--- config.mk ---
export PLATFORM = sky130hd
export DESIGN_NAME = irqv_ctrl
export DESIGN_NICKNAME = d
export VERILOG_FILES = /design/src/rtl/irqv_pkg.sv /design/src/rtl/irqv_map.sv /design/src/rtl/irqv_regs.sv /design/src/rtl/irqv_pick.sv /design/src/rtl/irqv_ctrl.sv
export SDC_FILE = /design/constraint.sdc
export NUM_CORES = 1
export LEC_CHECK = 0
export BUFFER_PORTS_ARGS = -buffer_cell sky130_fd_sc_hd__buf_2
export CAP_MARGIN = 5
export CELL_PAD_IN_SITES_DETAIL_PLACEMENT = 2
export CELL_PAD_IN_SITES_GLOBAL_PLACEMENT = 2
export CORE_ASPECT_RATIO = 0.9
export CORE_MARGIN = 8
export CORE_UTILIZATION = 39
export CTS_CLUSTER_SIZE = 24
export DETAILED_ROUTE_END_ITERATION = 10
export PLACE_DENSITY_LB_ADDON = 0.1
export SYNTH_ARGS = -nofsm -noshare
export SYNTH_HDL_FRONTEND = slang
export SYNTH_SLANG_ARGS = --single-unit
--- constraint.sdc ---
create_clock -name clk_i -period 4.3 [get_ports clk_i]
set_clock_uncertainty 0.2 [all_clocks]
set_input_delay 0.215 -clock clk_i [delete_from_list [all_inputs] [get_ports clk_i]]
set_output_delay 0.215 -clock clk_i [all_outputs]
set_load 0.005 [all_outputs]
--- src/rtl/irqv_pkg.sv ---
`timescale 1ns/1ps
package irqv_pkg;
    localparam int WORD_W  = 32;
    localparam int HALF_W  = WORD_W / 2;
    localparam int NUM_VEC = 2 * WORD_W;
    localparam int VEC_W   = $clog2(NUM_VEC);
    localparam int VEC_LSB = WORD_W - VEC_W;
    localparam int ADDR_W  = 5;

    localparam logic [ADDR_W-1:0] OFS_EN_HI   = ADDR_W'(5'h00);
    localparam logic [ADDR_W-1:0] OFS_EN_LO   = ADDR_W'(5'h04);
    localparam logic [ADDR_W-1:0] OFS_PEND_HI = ADDR_W'(5'h08);
    localparam logic [ADDR_W-1:0] OFS_PEND_LO = ADDR_W'(5'h0C);
    localparam logic [ADDR_W-1:0] OFS_VEC     = ADDR_W'(5'h10);

    typedef logic [WORD_W-1:0] word_t;

    typedef struct packed {
        word_t en_hi;
        word_t en_lo;
        word_t pend_hi;
        word_t pend_lo;
    } ctl_state_t;

    // vectors in the first and third quarter live in the high bank
    function automatic bit vec_in_hi(input int v);
        return ((v / HALF_W) % 2) == 0;
    endfunction

    // scattered bit position of a vector inside its bank
    function automatic int vec_bitpos(input int v);
        int pos;
        if (v < HALF_W) begin
            pos = (v == 0) ? 0 : HALF_W - v;
        end else if (v < WORD_W) begin
            if (v == HALF_W)           pos = 2;
            else if (v == HALF_W + 1)  pos = 1;
            else if (v == WORD_W - 1)  pos = 0;
            else                       pos = WORD_W + 1 - v;
        end else if (v < WORD_W + HALF_W) begin
            pos = 2 * WORD_W - 1 - v;
        end else begin
            pos = v - WORD_W;
        end
        return pos;
    endfunction
endpackage

--- src/rtl/irqv_map.sv ---
`timescale 1ns/1ps
module irqv_map
    import irqv_pkg::*;
(
    input  logic [NUM_VEC-1:0] src_i,
    input  word_t              act_hi_i,
    input  word_t              act_lo_i,
    output word_t              src_hi_o,
    output word_t              src_lo_o,
    output logic [NUM_VEC-1:0] act_o
);
    // scatter request lines into banks, gather bank words back into vector order
    for (genvar v = 0; v < NUM_VEC; v++) begin : g_vec
        localparam int BP = vec_bitpos(v);
        if (vec_in_hi(v)) begin : g_hi
            assign src_hi_o[BP] = src_i[v];
            assign act_o[v]     = act_hi_i[BP];
        end else begin : g_lo
            assign src_lo_o[BP] = src_i[v];
            assign act_o[v]     = act_lo_i[BP];
        end
    end
endmodule

--- src/rtl/irqv_regs.sv ---
`timescale 1ns/1ps
module irqv_regs
    import irqv_pkg::*;
(
    input  logic              clk_i,
    input  logic              rst_ni,
    input  word_t             src_hi_i,
    input  word_t             src_lo_i,
    input  logic              wr_en_i,
    input  logic [ADDR_W-1:0] addr_i,
    input  word_t             wdata_i,
    output word_t             en_hi_o,
    output word_t             en_lo_o,
    output word_t             pend_hi_o,
    output word_t             pend_lo_o
);
    ctl_state_t st_d, st_q;

    always_comb begin
        st_d = st_q;
        if (wr_en_i) begin
            case (addr_i)
                OFS_EN_HI:   st_d.en_hi   = wdata_i;
                OFS_EN_LO:   st_d.en_lo   = wdata_i;
                OFS_PEND_HI: st_d.pend_hi = st_q.pend_hi & ~wdata_i;
                OFS_PEND_LO: st_d.pend_lo = st_q.pend_lo & ~wdata_i;
                default: ;
            endcase
        end
        // level sources win over a same-cycle clear
        st_d.pend_hi = st_d.pend_hi | src_hi_i;
        st_d.pend_lo = st_d.pend_lo | src_lo_i;
    end

    always_ff @(posedge clk_i or negedge rst_ni) begin
        if (!rst_ni) st_q <= '0;
        else         st_q <= st_d;
    end

    assign en_hi_o   = st_q.en_hi;
    assign en_lo_o   = st_q.en_lo;
    assign pend_hi_o = st_q.pend_hi;
    assign pend_lo_o = st_q.pend_lo;


    src_sets_pend_chk: assert property (@(posedge clk_i) disable iff (!rst_ni)
        1'b1 |=> (((st_q.pend_hi & $past(src_hi_i)) == $past(src_hi_i)) &&
                  ((st_q.pend_lo & $past(src_lo_i)) == $past(src_lo_i))));


    clear_on_one_chk: assert property (@(posedge clk_i) disable iff (!rst_ni)
        (wr_en_i && addr_i == OFS_PEND_LO)
        |=> ((st_q.pend_lo & $past(wdata_i) & ~$past(src_lo_i)) == '0));


    pend_hold_chk: assert property (@(posedge clk_i) disable iff (!rst_ni)
        !(wr_en_i && (addr_i == OFS_PEND_HI || addr_i == OFS_PEND_LO))
        |=> ((($past(st_q.pend_hi) & ~st_q.pend_hi) == '0) &&
             (($past(st_q.pend_lo) & ~st_q.pend_lo) == '0)));


    en_load_chk: assert property (@(posedge clk_i) disable iff (!rst_ni)
        (wr_en_i && addr_i == OFS_EN_HI) |=> (st_q.en_hi == $past(wdata_i)));


    en_keep_chk: assert property (@(posedge clk_i) disable iff (!rst_ni)
        !(wr_en_i && (addr_i == OFS_EN_HI || addr_i == OFS_EN_LO))
        |=> ($stable(st_q.en_hi) && $stable(st_q.en_lo)));
endmodule

--- src/rtl/irqv_pick.sv ---
`timescale 1ns/1ps
module irqv_pick
    import irqv_pkg::*;
(
    input  logic               clk_i,
    input  logic               rst_ni,
    input  logic [NUM_VEC-1:0] act_i,
    output logic [VEC_W-1:0]   vec_o,
    output logic               any_o
);
    logic [VEC_W-1:0] sel_d;

    // scan from the top down so the lowest active vector is the last to land
    always_comb begin
        sel_d = '0;
        for (int i = NUM_VEC - 1; i >= 1; i--) begin
            if (act_i[i]) sel_d = VEC_W'(i);
        end
    end

    assign vec_o = sel_d;
    assign any_o = |act_i[NUM_VEC-1:1];


    winner_active_chk: assert property (@(posedge clk_i) disable iff (!rst_ni)
        (vec_o != '0) |-> act_i[vec_o]);


    none_below_chk: assert property (@(posedge clk_i) disable iff (!rst_ni)
        (vec_o != '0) |-> ((act_i & ((64'd1 << vec_o) - 64'd1) & ~64'd1) == 64'd0));


    vec_zero_quiet_chk: assert property (@(posedge clk_i) disable iff (!rst_ni)
        (act_i[0] && act_i[NUM_VEC-1:1] == '0) |-> (vec_o == '0 && !any_o));
endmodule

--- src/rtl/irqv_ctrl.sv ---
`timescale 1ns/1ps
module irqv_ctrl
    import irqv_pkg::*;
(
    input  logic               clk_i,
    input  logic               rst_ni,
    input  logic [NUM_VEC-1:0] src_i,
    input  logic               wr_en_i,
    input  logic [ADDR_W-1:0]  addr_i,
    input  logic [WORD_W-1:0]  wdata_i,
    output logic [WORD_W-1:0]  rdata_o,
    output logic               irq_o
);
    word_t src_hi, src_lo;
    word_t en_hi, en_lo, pend_hi, pend_lo;
    logic [NUM_VEC-1:0] act_vec;
    logic [VEC_W-1:0]   vec;
    logic               any;

    irqv_map u_map (
        .src_i    (src_i),
        .act_hi_i (pend_hi & en_hi),
        .act_lo_i (pend_lo & en_lo),
        .src_hi_o (src_hi),
        .src_lo_o (src_lo),
        .act_o    (act_vec)
    );

    irqv_regs u_regs (
        .clk_i     (clk_i),
        .rst_ni    (rst_ni),
        .src_hi_i  (src_hi),
        .src_lo_i  (src_lo),
        .wr_en_i   (wr_en_i),
        .addr_i    (addr_i),
        .wdata_i   (wdata_i),
        .en_hi_o   (en_hi),
        .en_lo_o   (en_lo),
        .pend_hi_o (pend_hi),
        .pend_lo_o (pend_lo)
    );

    irqv_pick u_pick (
        .clk_i  (clk_i),
        .rst_ni (rst_ni),
        .act_i  (act_vec),
        .vec_o  (vec),
        .any_o  (any)
    );

    always_comb begin
        case (addr_i)
            OFS_EN_HI:   rdata_o = en_hi;
            OFS_EN_LO:   rdata_o = en_lo;
            OFS_PEND_HI: rdata_o = pend_hi;
            OFS_PEND_LO: rdata_o = pend_lo;
            OFS_VEC:     rdata_o = {vec, {VEC_LSB{1'b0}}};
            default:     rdata_o = '0;
        endcase
    end

    assign irq_o = any;


    irq_follows_src_chk: assert property (@(posedge clk_i) disable iff (!rst_ni)
        (src_i[1] && en_hi[15]) |=> irq_o);
endmodule

### Yosys cells after proc, flatten, opt, wreduce, memory -nomap -nowiden

Index checks and enable logic that the tools add are counted.

| cells by class | value |
|---|---|
| equality and inequality tests | 4 |
| multiplexer cells | 67 |
| bitwise gates (word level) | 7 |
| reductions and logical operators | 4 |

Operators with widths:

| kind | number |
|---|---|
| 2-to-1 mux 6 bit | 63 |
| one-hot mux 32 bit (5 select lines) | 1 |
| AND 32 bit | 4 |
| 2-to-1 mux 32 bit | 2 |
| 2-to-1 mux 64 bit | 1 |
| bitwise OR 32 bit | 2 |
| OR reduction 63 bit | 1 |
| inverter 32 bit | 1 |
| equality test 5 x 4 -> 1 bit (second input constant) | 2 |
| equality test 5 x 3 -> 1 bit (second input constant) | 1 |
| equality test 5 bit (second input constant) | 1 |
| zero test 5 bit | 1 |
| AND reduction 2 bit | 2 |

| word-level totals | value |
|---|---|
| register bits after elaboration | 128 |
| output and inout bits | 33 |
| logic and storage cells | 86 |

### Depth between registers and ports, before layout

| depth | value |
|---|---|
| depth in word-level cells | 65 |
| mapped depth | 7 |
| depth with buffers taken out | 6 |

### Hierarchy

From an unflattened synthesis, not the netlist that was laid out.

| unflattened totals | value |
|---|---|
| cell total of the unflattened synthesis | 824 |
| area total of the unflattened synthesis | 8,210.4 µm² |

By module, submodules not included:

| module | instances | cells an instance | area each (µm²) |
|---|---|---|---|
| irqv_regs | 1 | 347 | 4,862.2 |
| irqv_ctrl | 1 | 199 | 1,519.0 |
| irqv_map | 1 | 128 | 960.9 |
| irqv_pick | 1 | 150 | 868.3 |

### Worst setup path after synthesis

No wires, ideal clock.

| timing | value |
|---|---|
| path kind | register to output |
| start | register u_regs.st_q, in the netlist u_regs.en_lo_o[6] |
| end | output port rdata_o[31] |
| arrival time | 1,718 ps |
| path slack | 2,167 ps |
| stages on the path, launching flop included | 6 |
| cells stage by stage | dfrtp_1 > a22o_1 > and3b_1 > nand3_2 > or4_4 > o31ai_2 |

| on the way | value |
|---|---|
| longest elaborated chain between the ends | 29 |

Ends and longest elaborated chain:

| element | RTL line | RTL |
|---|---|---|
| start: declaration | irqv_regs.sv:17 | `ctl_state_t st_d, st_q;` |
| start signal: assignment | irqv_regs.sv:37 | `else st_q <= st_d;` |
| AND 32 bit | irqv_ctrl.sv:23 | `.act_lo_i (pend_lo & en_lo),` |
| 2-to-1 mux 6 bit (27 in series) | irqv_pick.sv:17 | `if (act_i[i]) sel_d = VEC_W'(i);` |
| one-hot mux 32 bit (5 select lines) | irqv_ctrl.sv:52 | `case (addr_i)` |
| end: declaration | irqv_ctrl.sv:11 | `output logic [WORD_W-1:0] rdata_o,` |

Every way passes these cells.

### Worst setup path in the final report

| timing | value |
|---|---|
| start | register u_regs.st_q, in the netlist u_regs.pend_lo_o[3] |
| end | output port rdata_o[28] |

| on the way | value |
|---|---|
| longest elaborated chain between the ends | 32 |

Ends and longest elaborated chain:

| element | RTL line |
|---|---|
| AND 32 bit | irqv_ctrl.sv:23 |
| 2-to-1 mux 6 bit (30 in series) | irqv_pick.sv:17 |
| one-hot mux 32 bit (5 select lines) | irqv_ctrl.sv:52 |

Every way passes these cells.

==> results.yml <==
detailed_routing:
  via_per_inst: 6.17
  drt_iter0_drc: 581
  ant_nets: 0
  post_drt_wl_per_cell_um: 31.2
  drc: 0
  first_pass_iters: 5
  routed_wirelength_um: 35900
  via_count: 7101
place:
  gp_congestion: 0.839
  dpl_cell_area_um2: 7790
  dp_slack_ns: 1.60
  io_buffers: 136
  dpl.hpwl_um: 17800
  dpl.cell_count: 955
timing:
  fin_hold_ws_ns: 0.341
  finalSetupTns_ns: 0
  clock.fmax_mhz: 286
  drv_slew: 0
  slew_headroom: 0.295
  finalHoldViolations: 0
  worst_slack_ns: 0.806
  grt_setup_unrepaired: "no"
  tightest_slew_ns: 1.06
  min_period_over_period: 0.813
  period_needed_ns: 3.49
  finalSetupViolations: 0
global_route:
  grt_max_degree: 113
  grt_pass1_wl_um: 54800
  track_usage: 0.334
  busiest_layer: "met2"
  antenna_found_initial: 0
  grt_pass1_vias: 8298
  grt.met3_usage: 0.0781
  grtUsageMet2: 0.587
  grt_overflow: 0
  gr-usage-met1: 0.379
setup_path:
  r2r_start: "u_regs.pend_lo_o[22]$_DFF_PN0_"
  r2r_slack_ns: 2.69
  worstRegToRegCells: 2
  crit_path_end_kind: "output pin"
  required_ns: 3.88
  rr_endpoint: "u_regs.pend_lo_o[22]$_DFF_PN0_"
  crit_arrival_ns: 3.08
  path_class: "flop to output pin"
  crit_fanout: 4
  start_kind: "flop"
power:
  p_sw_frac: 0.330
  p_comb_frac: 0.234
  pwr-share-seq: 0.374
  power_density_nw_per_um2: 401
  power_mw: 4.02
  p_clk_frac: 0.392
  internal-power_mw: 2.70
  irDropWorstVdd_mv: 0.294
  p_switching_mw: 1.33
  p_leak_nw: 3.98
clock_network:
  cts_resized: 0
  clock_path_buffers: 2
  cts_buffers: 17
  cts_setup_buffers: 0
  cts_tree: "built"
  cts_htree_levels: 4
  postCtsHoldBufs: 163
  root_buffer: "clkbuf_16"
  clk_latency_ns: 0.43
  clock_sinks: 128
  clk_pin_slew_worst_paths_ns: 0.07
floorplanning:
  die_w_um: 155
  dieArea_um2: 22000
  die_h_um: 141
  start_util: 0.393
  core_area_um2: 17400
  num_rows: 46
  ioPinCount: 137
layout:
  final_nets: 1001
  n_fill_cell: 1664
  drive_gt1_frac: 0.308
  fin_util: 0.578
  final_cell_area_um2: 10000
  syn_to_final_growth_pct: 47.1
  antennaDiodeCount: 0
  layout.cells.non_filler: 1150
synth:
  synth_top_cell_area_share: 0.469
  ys_async_sr_fraction: 1.00
  synth_flop_cell: "dfrtp_1"
  ys_types: 51
  ys_top_cells_by_area: "dfrtp_1 (47%), mux2_2 (11%), mux4_2 (10%)"
  ys_seq_elements: 128
  synth_top_cells_by_count: "dfrtp_1 (128), nand2_1 (119), a21o_1 (65)"
  yosysTopAreaCell: "dfrtp_1"
  ys_seq_area_frac: 0.469
  syn-cell-area_um2: 6820
  synth_edf_count: 0
  yosysMostFrequentCell: "dfrtp_1"
  syn_inst: 595
  syn_nets: 699
  yosys_warnings: 0
  syn_area_per_cell_um2: 11.5
worst_hold_path:
  hold_depth: 1
  min_from: "u_regs.en_hi_o[0]$_DFFE_PN0P_"
  min-delay-path-class: "flop to flop"
  worstHoldEndpoint: "u_regs.en_hi_o[0]$_DFFE_PN0P_"
run_status:
  outcome: "complete, no violations"
flow_run:
  maxCapViolations: 0
[critical path, stage by stage (launching register included)]
cell and delay (ns):
dfrtp_1 0.44, a22oi_1 0.50, nand2_1 0.20, nor4b_1 0.54
o211ai_1 0.29, a21oi_1 0.26, o21ai_0 0.20, buf_2 0.19
[layer usage]
metal  up-vias  share of wire
li1       2853              -
met1      3721           0.38
met2       415           0.52
met3       112          0.067
met4         0          0.035
met5         -              0
[layout make-up]
type / count / area (um^2) / share of cell area
well taps: 240 / 300 / 0.0299
multi-input cells: 441 / 3520 / 0.350
clock inverters: 12 / 159 / 0.0158
clock buffers: 20 / 457 / 0.0455
inverters: 3 / 11.3 / 0.00112
repair buffers: 306 / 2390 / 0.238
flip-flops and latches: 128 / 3200 / 0.319
[power by group through the flow]
| stage | clock network [mW] | logic [mW] | registers, mW |
|---|---|---|---|
| finish | 1.58 | 0.941 | 1.51 |
| global route | 1.62 | 0.985 | 1.51 |
| CTS | 1.54 | 0.848 | 1.47 |
| detailed placement | 0 | 0.756 | 1.49 |
| global placement | 0 | 0.731 | 1.47 |
| floorplan | 0 | 0.492 | 1.43 |
[logic make-up (layout without fill, tap and decap cells)]
family / Yosys count / count (layout) / synth area share
muxes: 96 / 96 / 0.212
DFF: 128 / 128 / 0.469
and+or+nand+nor: 192 / 192 / 0.132
AOI/OAI and AO/OA: 153 / 153 / 0.170
buffers and inverters: 26 / 341 / 0.0167
[state kept, by name, summed over array words and instances (netlist names)]
name              cells
u_regs.en_hi_o       32
u_regs.pend_hi_o     32
u_regs.pend_lo_o     32
u_regs.en_lo_o       32
[layout by cell type (no fill, tap or decap), types with 2 or more instances in the layout]
| master | instances |
|---|---|
| a21oi_1 | 11 |
| a41oi_1 | 2 |
| a32o_1 | 6 |
| bufinv_16 | 3 |
| a32oi_1 | 6 |
| clkinv_2 | 2 |
| a31oi_1 | 2 |
| buf_2 | 135 |
| a22oi_1 | 23 |
| clkinvlp_4 | 2 |
| and2_1 | 29 |
| a21o_1 | 65 |
| a22o_1 | 8 |
| dlygate4sd3_1 | 163 |
| o2111ai_1 | 3 |
| clkinv_4 | 4 |
| buf_4 | 6 |
| or3_1 | 2 |
| nor2_1 | 4 |
| mux4_2 | 31 |
| o21ai_0 | 8 |
| nand4_1 | 6 |
| dfrtp_1 | 128 |
| nand2_1 | 119 |
| nor2_2 | 3 |
| nand3_1 | 14 |
| clkbuf_8 | 2 |
| inv_1 | 3 |
| o211ai_1 | 6 |
| clkbuf_16 | 17 |
| buf_12 | 2 |
| a22oi_2 | 2 |
| mux2_2 | 64 |
| a211oi_1 | 3 |
[worst max-delay path by stage]
stage          slack [ns]                           start          end
3_5_place_dp         1.60                       addr_i[2]   rdata_o[6]
2_1_floorplan        2.17   u_regs.en_lo_o[6]$_DFFE_PN0P_  rdata_o[31]
3_3_place_gp         1.64                       addr_i[2]  rdata_o[30]
6_report             0.81   u_regs.pend_lo_o[3]$_DFF_PN0_  rdata_o[28]
5_1_grt              0.84  u_regs.en_hi_o[20]$_DFFE_PN0P_  rdata_o[28]
4_1_cts              1.17   u_regs.pend_lo_o[3]$_DFF_PN0_  rdata_o[31]
No activity file was read; power rests on OpenSTA's default activity.
